**config.mk**
```make
export PLATFORM = sky130hd
export DESIGN_NAME = gpio_evt_top
export DESIGN_NICKNAME = d
export VERILOG_FILES = /design/src/rtl/gpio_evt_pkg.sv /design/src/rtl/gpio_evt_sync.sv /design/src/rtl/gpio_evt_detect.sv /design/src/rtl/gpio_evt_regs.sv /design/src/rtl/gpio_evt_top.sv
export SDC_FILE = /design/constraint.sdc
export NUM_CORES = 1
export LEC_CHECK = 0
export ABC_AREA = 1
export BUFFER_PORTS_ARGS = -buffer_cell sky130_fd_sc_hd__buf_4
export CAP_MARGIN = 25
export CORE_MARGIN = 4
export CORE_UTILIZATION = 25
export DETAILED_ROUTE_END_ITERATION = 12
export PLACE_DENSITY = 0.5
export SETUP_SLACK_MARGIN = 0.05
export SLEW_MARGIN = 40
export SYNTH_ARGS = -nofsm -noshare
export SYNTH_HDL_FRONTEND = slang
export SYNTH_HIERARCHICAL = 1
export SYNTH_SLANG_ARGS = --single-unit
```
**constraint.sdc**
```tcl
create_clock -name clk -period 1.2 [get_ports clk]
set_input_delay 0.12 -clock clk [delete_from_list [all_inputs] [get_ports clk]]
set_output_delay 0.12 -clock clk [all_outputs]
set_load 0.01 [all_outputs]
```
**src/rtl/gpio_evt_pkg.sv**
```systemverilog
package gpio_evt_pkg;
   localparam int ADDR_W = 4;

   localparam logic [ADDR_W-1:0] RA_CTRL     = 4'd0;
   localparam logic [ADDR_W-1:0] RA_DIR      = 4'd1;
   localparam logic [ADDR_W-1:0] RA_DOUT     = 4'd2;
   localparam logic [ADDR_W-1:0] RA_DOUT_SET = 4'd3;
   localparam logic [ADDR_W-1:0] RA_DOUT_CLR = 4'd4;
   localparam logic [ADDR_W-1:0] RA_IEN      = 4'd5;
   localparam logic [ADDR_W-1:0] RA_IEN_SET  = 4'd6;
   localparam logic [ADDR_W-1:0] RA_IEN_CLR  = 4'd7;
   localparam logic [ADDR_W-1:0] RA_WAKE     = 4'd8;
   localparam logic [ADDR_W-1:0] RA_LOW      = 4'd9;
   localparam logic [ADDR_W-1:0] RA_HIGH     = 4'd10;
   localparam logic [ADDR_W-1:0] RA_RISE     = 4'd11;
   localparam logic [ADDR_W-1:0] RA_FALL     = 4'd12;
   localparam logic [ADDR_W-1:0] RA_STAT     = 4'd13;
   localparam logic [ADDR_W-1:0] RA_RDBK     = 4'd14;
endpackage

```
**src/rtl/gpio_evt_sync.sv**
```systemverilog
module gpio_evt_sync #(
   parameter int W      = 32,
   parameter int STAGES = 2
) (
   input  logic         clk,
   input  logic         rst_n,
   input  logic [W-1:0] d,
   output logic [W-1:0] q
);
   logic [STAGES-1:0][W-1:0] stg;

   always_ff @(posedge clk or negedge rst_n) begin
      if (!rst_n) stg <= '0;
      else        stg <= {stg[STAGES-2:0], d};
   end

   assign q = stg[STAGES-1];
endmodule

```
**src/rtl/gpio_evt_detect.sv**
```systemverilog
module gpio_evt_detect #(
   parameter int W = 32
) (
   input  logic         clk,
   input  logic         rst_n,
   input  logic [W-1:0] smp,
   input  logic         gate,
   input  logic [W-1:0] lo_m,
   input  logic [W-1:0] hi_m,
   input  logic [W-1:0] ri_m,
   input  logic [W-1:0] fa_m,
   output logic [W-1:0] ev
);
   logic [W-1:0] prev;

   // previous sample keeps tracking while gated so no stale edge appears later
   always_ff @(posedge clk or negedge rst_n) begin
      if (!rst_n) prev <= '0;
      else        prev <= smp;
   end

   for (genvar i = 0; i < W; i++) begin : g_line
      logic lvl_hit, edg_hit;
      assign lvl_hit = (lo_m[i] && !smp[i]) || (hi_m[i] && smp[i]);
      assign edg_hit = (ri_m[i] && smp[i] && !prev[i]) ||
                       (fa_m[i] && !smp[i] && prev[i]);
      assign ev[i]   = !gate && (lvl_hit || edg_hit);
   end
endmodule

```
**src/rtl/gpio_evt_regs.sv**
```systemverilog
module gpio_evt_regs
   import gpio_evt_pkg::*;
#(
   parameter int W = 32
) (
   input  logic              clk,
   input  logic              rst_n,
   input  logic              we,
   input  logic [ADDR_W-1:0] addr,
   input  logic [W-1:0]      wdata,
   output logic [W-1:0]      rdata,
   input  logic [W-1:0]      smp,
   input  logic [W-1:0]      ev,
   output logic              gate_q,
   output logic [W-1:0]      dir_q,
   output logic [W-1:0]      dout_q,
   output logic [W-1:0]      ien_q,
   output logic [W-1:0]      wen_q,
   output logic [W-1:0]      lo_q,
   output logic [W-1:0]      hi_q,
   output logic [W-1:0]      ri_q,
   output logic [W-1:0]      fa_q,
   output logic [W-1:0]      stat_q
);
   logic [W-1:0] clr_mask;
   logic [W-1:0] rdbk;

   always_ff @(posedge clk or negedge rst_n) begin
      if (!rst_n) begin
         gate_q <= 1'b0;
         dir_q  <= '1;
         dout_q <= '0;
         ien_q  <= '0;
         wen_q  <= '0;
         lo_q   <= '0;
         hi_q   <= '0;
         ri_q   <= '0;
         fa_q   <= '0;
      end else if (we) begin
         case (addr)
            RA_CTRL:     gate_q <= wdata[0];
            RA_DIR:      dir_q  <= wdata;
            RA_DOUT:     dout_q <= wdata;
            RA_DOUT_SET: dout_q <= dout_q | wdata;
            RA_DOUT_CLR: dout_q <= dout_q & ~wdata;
            RA_IEN:      ien_q  <= wdata;
            RA_IEN_SET:  ien_q  <= ien_q | wdata;
            RA_IEN_CLR:  ien_q  <= ien_q & ~wdata;
            RA_WAKE:     wen_q  <= wdata;
            RA_LOW:      lo_q   <= wdata;
            RA_HIGH:     hi_q   <= wdata;
            RA_RISE:     ri_q   <= wdata;
            RA_FALL:     fa_q   <= wdata;
            default: ;
         endcase
      end
   end

   assign clr_mask = (we && addr == RA_STAT) ? wdata : '0;

   // clear wins over a same-cycle event; a live level re-sets next cycle
   always_ff @(posedge clk or negedge rst_n) begin
      if (!rst_n) stat_q <= '0;
      else        stat_q <= (stat_q | ev) & ~clr_mask;
   end

   assign rdbk = (dir_q & smp) | (~dir_q & dout_q);

   always_comb begin
      case (addr)
         RA_CTRL:                        rdata = {{(W-1){1'b0}}, gate_q};
         RA_DIR:                         rdata = dir_q;
         RA_DOUT, RA_DOUT_SET, RA_DOUT_CLR: rdata = dout_q;
         RA_IEN, RA_IEN_SET, RA_IEN_CLR:    rdata = ien_q;
         RA_WAKE:                        rdata = wen_q;
         RA_LOW:                         rdata = lo_q;
         RA_HIGH:                        rdata = hi_q;
         RA_RISE:                        rdata = ri_q;
         RA_FALL:                        rdata = fa_q;
         RA_STAT:                        rdata = stat_q;
         RA_RDBK:                        rdata = rdbk;
         default:                        rdata = '0;
      endcase
   end
endmodule

```
**src/rtl/gpio_evt_top.sv**
```systemverilog
module gpio_evt_top
   import gpio_evt_pkg::*;
#(
   parameter int NLINES      = 32,
   parameter int SYNC_STAGES = 2
) (
   input  logic              clk,
   input  logic              rst_n,
   input  logic              reg_we,
   input  logic [ADDR_W-1:0] reg_addr,
   input  logic [NLINES-1:0] reg_wdata,
   output logic [NLINES-1:0] reg_rdata,
   input  logic [NLINES-1:0] pad_in,
   output logic [NLINES-1:0] pad_out,
   output logic [NLINES-1:0] pad_in_mode,
   output logic              irq,
   output logic              wake
);
   if (NLINES < 2 || NLINES > 32) begin : g_bad_width
      $error("gpio_evt_top: NLINES must lie in 2..32");
   end
   if (SYNC_STAGES < 2) begin : g_bad_sync
      $error("gpio_evt_top: SYNC_STAGES must be at least 2");
   end

   logic [NLINES-1:0] smp, ev;
   logic              gate_w;
   logic [NLINES-1:0] dir_w, dout_w, ien_w, wen_w;
   logic [NLINES-1:0] lo_w, hi_w, ri_w, fa_w, stat_w;

   gpio_evt_sync #(.W(NLINES), .STAGES(SYNC_STAGES)) u_sync (
      .clk(clk), .rst_n(rst_n), .d(pad_in), .q(smp)
   );

   gpio_evt_detect #(.W(NLINES)) u_det (
      .clk(clk), .rst_n(rst_n), .smp(smp), .gate(gate_w),
      .lo_m(lo_w), .hi_m(hi_w), .ri_m(ri_w), .fa_m(fa_w), .ev(ev)
   );

   gpio_evt_regs #(.W(NLINES)) u_regs (
      .clk(clk), .rst_n(rst_n), .we(reg_we), .addr(reg_addr),
      .wdata(reg_wdata), .rdata(reg_rdata), .smp(smp), .ev(ev),
      .gate_q(gate_w), .dir_q(dir_w), .dout_q(dout_w), .ien_q(ien_w),
      .wen_q(wen_w), .lo_q(lo_w), .hi_q(hi_w), .ri_q(ri_w), .fa_q(fa_w),
      .stat_q(stat_w)
   );

   assign pad_out     = dout_w;
   assign pad_in_mode = dir_w;
   assign irq         = |(stat_w & ien_w);
   assign wake        = |(stat_w & wen_w);
endmodule

```
# Word-level counts from Yosys, hierarchy flattened
# Cells that the tools add are included.
[word_totals] output_inout_bits=98 reg_bits=385 wordCells=447 inputBits=71
[op_classes] reduce_logical=402 bitwise_logic=14 n_mux=4 n_eq_ne=14
[ops] operator="32-bit case mux with 11 select lines" n=1
[ops] operator="1-bit logical AND" n=225
[ops] operator="32-bit AND" n=7
[ops] operator="32-bit case mux with 3 select lines" n=2
[ops] operator="32-bit OR" n=4
[ops] operator="1-bit logical OR" n=96
[ops] operator="32-bit inverter" n=3
[ops] operator="1-bit zero test" n=65
[ops] operator="32-bit OR reduction" n=2
[ops] operator="32-bit 2-to-1 mux" n=1
[ops] operator="4-bit == test (second input constant)" n=7
[ops] operator="2-bit AND reduction" n=9
[ops] operator="4-bit by 3-bit == test with 1-bit output (second input constant)" n=4
[ops] operator="4-bit by 2-bit == test with 1-bit output (second input constant)" n=2
[ops] operator="3-bit nonzero test" n=2
[ops] operator="3-bit OR reduction" n=2
[ops] operator="4-bit by 1-bit == test with 1-bit output (second input constant)" n=1
[ops] operator="4-bit zero test" n=1

# Longest topological paths before layout
[logic_depth] depth_word=8 depth_mapped=10 ltp_nobuf=8

# By module
# The synthesis kept the hierarchy.
[by_module_without_submodules] module="gpio_evt_regs" seq_area_each_um2=7272.0 area_each_um2=14592.7 instances=1 cells_per_inst=2048
[by_module_without_submodules] module="gpio_evt_detect" seq_area_each_um2=800.8 area_each_um2=2177.1 instances=1 cells_per_inst=388
[by_module_without_submodules] module="gpio_evt_sync" seq_area_each_um2=1601.5 area_each_um2=1841.8 instances=1 cells_per_inst=96
[by_module_without_submodules] module="gpio_evt_top" seq_area_each_um2=0.0 area_each_um2=473.0 instances=1 cells_per_inst=126

# Least setup slack after synthesis
# No wires, ideal clock.
[synth_path] path_type="input to output" start="in reg_addr[1]" end="out reg_rdata[0]" setup_slack_ns=-0.074 stages=8 required_ns=1.080 n_path_buf=3 t_arrival_ns=1.154 path_cell_list="buf_2 -> nor2_4 -> buf_2 -> buf_2 -> nand3_1 -> nand2_1 -> nor2_1 -> nand3_1"
[synth_between] elab_chain_cells=3 elab_cells_between_ends=18 cone_classes="eq/ne (14); mux (1); reduce/logical (3)"
[synth_rtl] item="start, declared" line="gpio_evt_top.sv:10" source="input logic [ADDR_W-1:0] reg_addr,"
[synth_rtl] item="4-bit by 3-bit == test with 1-bit output / 4-bit by 2-bit == test with 1-bit output (equally long branches)" line="gpio_evt_regs.sv:70" source="case (addr)"
[synth_rtl] item="3-bit OR reduction" line="gpio_evt_regs.sv:70"
[synth_rtl] item="32-bit case mux with 11 select lines (*)" line="gpio_evt_regs.sv:70"
[synth_rtl] item="end, declared" line="gpio_evt_top.sv:12" source="output logic [NLINES-1:0] reg_rdata,"
# Mark *: on every way between the ends. The rest lies on a longest branch, timed or not.

# Worst setup path after layout
[layout_path] start="reg u_regs.dir_q[23]" end="out reg_rdata[23]"
[layout_between] elab_chain_cells=4 elab_cells_between_ends=5 cone_classes="mux (1); bitwise (4)"
[layout_rtl] item="start, declared" line="gpio_evt_regs.sv:15" source="output logic [W-1:0] dir_q,"
[layout_rtl] item="start signal, assigned" line="gpio_evt_regs.sv:42" source="RA_DIR: dir_q <= wdata;"
[layout_rtl] item="32-bit inverter" line="gpio_evt_regs.sv:67" source="assign rdbk = (dir_q & smp) | (~dir_q & dout_q);"
[layout_rtl] item="32-bit AND" line="gpio_evt_regs.sv:67"
[layout_rtl] item="32-bit OR" line="gpio_evt_regs.sv:67"
[layout_rtl] item="32-bit case mux with 11 select lines (*)" line="gpio_evt_regs.sv:70"
# Marked as above.

==> results_dict.tcl <==
set metrics [dict create \
    critical_path_class "reg2out" \
    preCtsSetupSlack_ns -0.409 \
    skew_ns 0.0191 \
    total_power_mw 43.5 \
    drc 0 \
    critPathArrivalTime_ns 1.84 \
    rsz0062_at_grt "true" \
    area_delta_synth_final_pct 49.0 \
    hold_end "u_regs/gate_q$_DFFE_PN0P_" \
    grt_max_degree 58 \
    hold_start "reg_addr[3]" \
    reg2reg_slack_ns -0.05 \
    cts_tree "done" \
    numCtsBuffers 47 \
    die_h_um 284 \
    crit_slowest_cell "dfstp_2" \
    finalWirelength_um 74400 \
    fin_ws_ns -0.755 \
    yosysUniqueCellTypes 20 \
    fmax_mhz 511 \
    gp_congestion 0.859 \
    finalCriticalPeriod_ns 1.96 \
    dp.cells 4027 \
    design_area_sq_um 28400 \
    path_buf_inv 2 \
    worstRegToRegCells 7 \
    postRouteAntennaNets 0 \
    powerDensity_nw_per_um2 1530 \
    critPathRequiredTime_ns 1.08 \
    fin_util_pct 37.5 \
    dr.pass1.iters 5 \
    clkSinkCount 385 \
    fp.coreArea_sq_um 75800 \
    fin_nets 3284 \
    synth_area_per_cell_sq_um 7.18 \
    grt_pass1_wl_um 112000 \
    violations "setup timing" \
    io_buffers 168 \
    die_x_um 284 \
    placed_area_sq_um 24300 \
    hold_viol_final 0 \
    clock_path_buffers 3 \
    start_kind "flip-flop" \
    io_pins 169 \
    drt_iter0_drc 1214 \
    final_cell_mix "1,009 x nand2_1, 347 x dfrtp_1, 337 x buf_4, 208 x nor2_1, 203 x o21ai_0" \
    outcome "finished, violations left" \
    setup_tns_ns -36.85 \
    yosys_warnings 6 \
    rows 101 \
    ys_seq_elements 385 \
    grt_pass1_vias 18200 \
    via_per_inst 4.48 \
    h-tree-depth 2 \
    setup_viol 130 \
    multiInputGateArea_sq_um 8660 \
    synth_seq_area_share_pct 50.7 \
    crit_fanout 2 \
    post-route-period-util_pct 163 \
    clockRootBuffer "clkbuf_16" \
    syn_area_sq_um 19100 \
    grt_overflow 0 \
    synth_fp_nets 2729 \
    vias 18900 \
    worstMarginPinSlew_ns 0.747 \
    synth_cells 2658 \
    drv_slew 0 \
    ir_drop_uv 857 \
    n_fill_cell 7919 \
    critPathCaptureType "primary output" \
    stdcell_count 4228 \
    drive_gt1_share_pct 29.7 \
    start_util_pct 25.2 \
    antenna_found_initial 2 \
    hold_depth 5 \
    final_common_cell "nand2_1" \
    holdWs_ns 0.0800 \
    cp_top_family "simple AND/OR/NAND/NOR gates" \
    crit_chain "inv_2 > nand2_2 > nand2_2 > nand2_1 > nand2_1 > nor2_2 > nand3_2 > buf_6" \
    p_leak_nw 14.5 \
    insertion_delay_ns 0.58 \
    drv_cap 0 \
    dpl.hpwl_um 52700 \
    slew_headroom_pct 50.2 \
    hold_class "in2reg" \
    dieArea_sq_um 80800 \
    wl_per_cell_um 17.6 \
    grt.total_usage_pct 18.0 \
    reg2reg_to "u_regs/stat_q[25]$_DFF_PN0_" \
    regArea_sq_um 9680 \
    regToRegStartpoint "u_regs/gate_q$_DFFE_PN0P_" \
    slowest_delay_ns 0.53 \
    clkTransAtPathRegs_ns 0.06 \
]
==> power by group <==
part	internal [mW]	total (mW)	switching [mW]	leakage [nW]
clock network	8.31	14.0	5.71	0.728
registers	15.2	16.7	1.58	4.59
logic	6.40	12.8	6.36	9.23
total	29.9	43.5	13.7	14.5
==> worst min-delay path: cells and delay by family <==
family                 cells  cell delay, ns
buffers and inverters      2            0.27
and+or+nand+nor            2            0.15
AOI/OAI and AO/OA          1            0.08
==> how the worst max path moves through the flow <==
stage / start / to / slack (ns) / depth (start not counted)
global placement: reg_addr[0] / reg_rdata[30] / -0.41 / 10
finish: u_regs/dir_q[23]$_DFFE_PN1P_ / reg_rdata[23] / -0.76 / 8
detailed placement: reg_addr[0] / reg_rdata[30] / -0.41 / 10
global route: u_regs/dir_q[23]$_DFFE_PN1P_ / reg_rdata[23] / -0.80 / 8
floorplan: reg_we / u_regs/wen_q[10]$_DFFE_PN0P_ / -0.02 / 5
CTS: u_regs/dir_q[23]$_DFFE_PN1P_ / reg_rdata[23] / -0.77 / 8
==> state kept, by name, summed over array words and instances, names as in the netlist <==
register / count
u_regs/ri_q: 32
u_regs/dir_q: 32
u_regs/lo_q: 32
u_regs/ien_q: 32
u_regs/dout_q: 32
u_regs/gate_q: 1
u_sync/stg: 32
u_regs/stat_q: 32
u_regs/hi_q: 32
u_sync/q: 32
u_regs/fa_q: 32
u_regs/wen_q: 32
u_det/prev: 32
==> area by class of cell <==
type	instances	area share, %
Tap cell	978	4.30
Multi-Input combinational cell	1896	30.5
Timing Repair Buffer	650	22.8
Inverter	233	3.12
Clock buffer	71	4.70
Clock inverter	14	0.541
Antenna cell	1	0.00880
Sequential cell	385	34.0
==> kinds of logic after synthesis <==
kind of cell | Yosys count | share of synthesized area, %
AOI/OAI and AO/OA | 290 | 7.83
buffers and inverters | 377 | 8.38
DFF | 385 | 50.7
and+or+nand+nor | 1606 | 33.1
==> synthesized netlist by cell type <==
cell type | count | area, sq um
a21oi_1 | 32 | 160
a21oi_2 | 1 | 8.76
buf_1 | 3 | 11.3
buf_2 | 24 | 120
buf_4 | 35 | 263
buf_6 | 3 | 33.8
clkbuf_1 | 79 | 297
dfrtp_1 | 353 | 8830
dfstp_2 | 32 | 841
inv_1 | 227 | 852
inv_2 | 6 | 22.5
nand2_1 | 1118 | 4200
nand2_2 | 1 | 6.26
nand3_1 | 198 | 991
nor2_1 | 278 | 1040
nor2_2 | 9 | 56.3
nor2_4 | 2 | 22.5
o21ai_0 | 204 | 1020
o21ai_1 | 21 | 105
o22ai_1 | 32 | 200
==> what timing repair did <==
action / in CTS / in global routing
endpoints found under the hold margin: 510 / 0
cloned: 0 / 2
pin swaps: 128 / 152
endpoints found under the setup margin: 100 / 166
hold buffers: 67 / 0
setup buffers: 35 / 34
resized for setup: 284 / 211
==> layer usage <==
metal / track usage (%) / wire length [um] / vias to the layer above
li1: - / - / 9350
met1: 25.3 / 34900 / 8997
met2: 28.9 / 33800 / 482
met3: 3.17 / 4010 / 100
met4: 4.14 / 1720 / 2
met5: 0 / 14 / -
No activity file was read; power rests on OpenSTA's default activity.
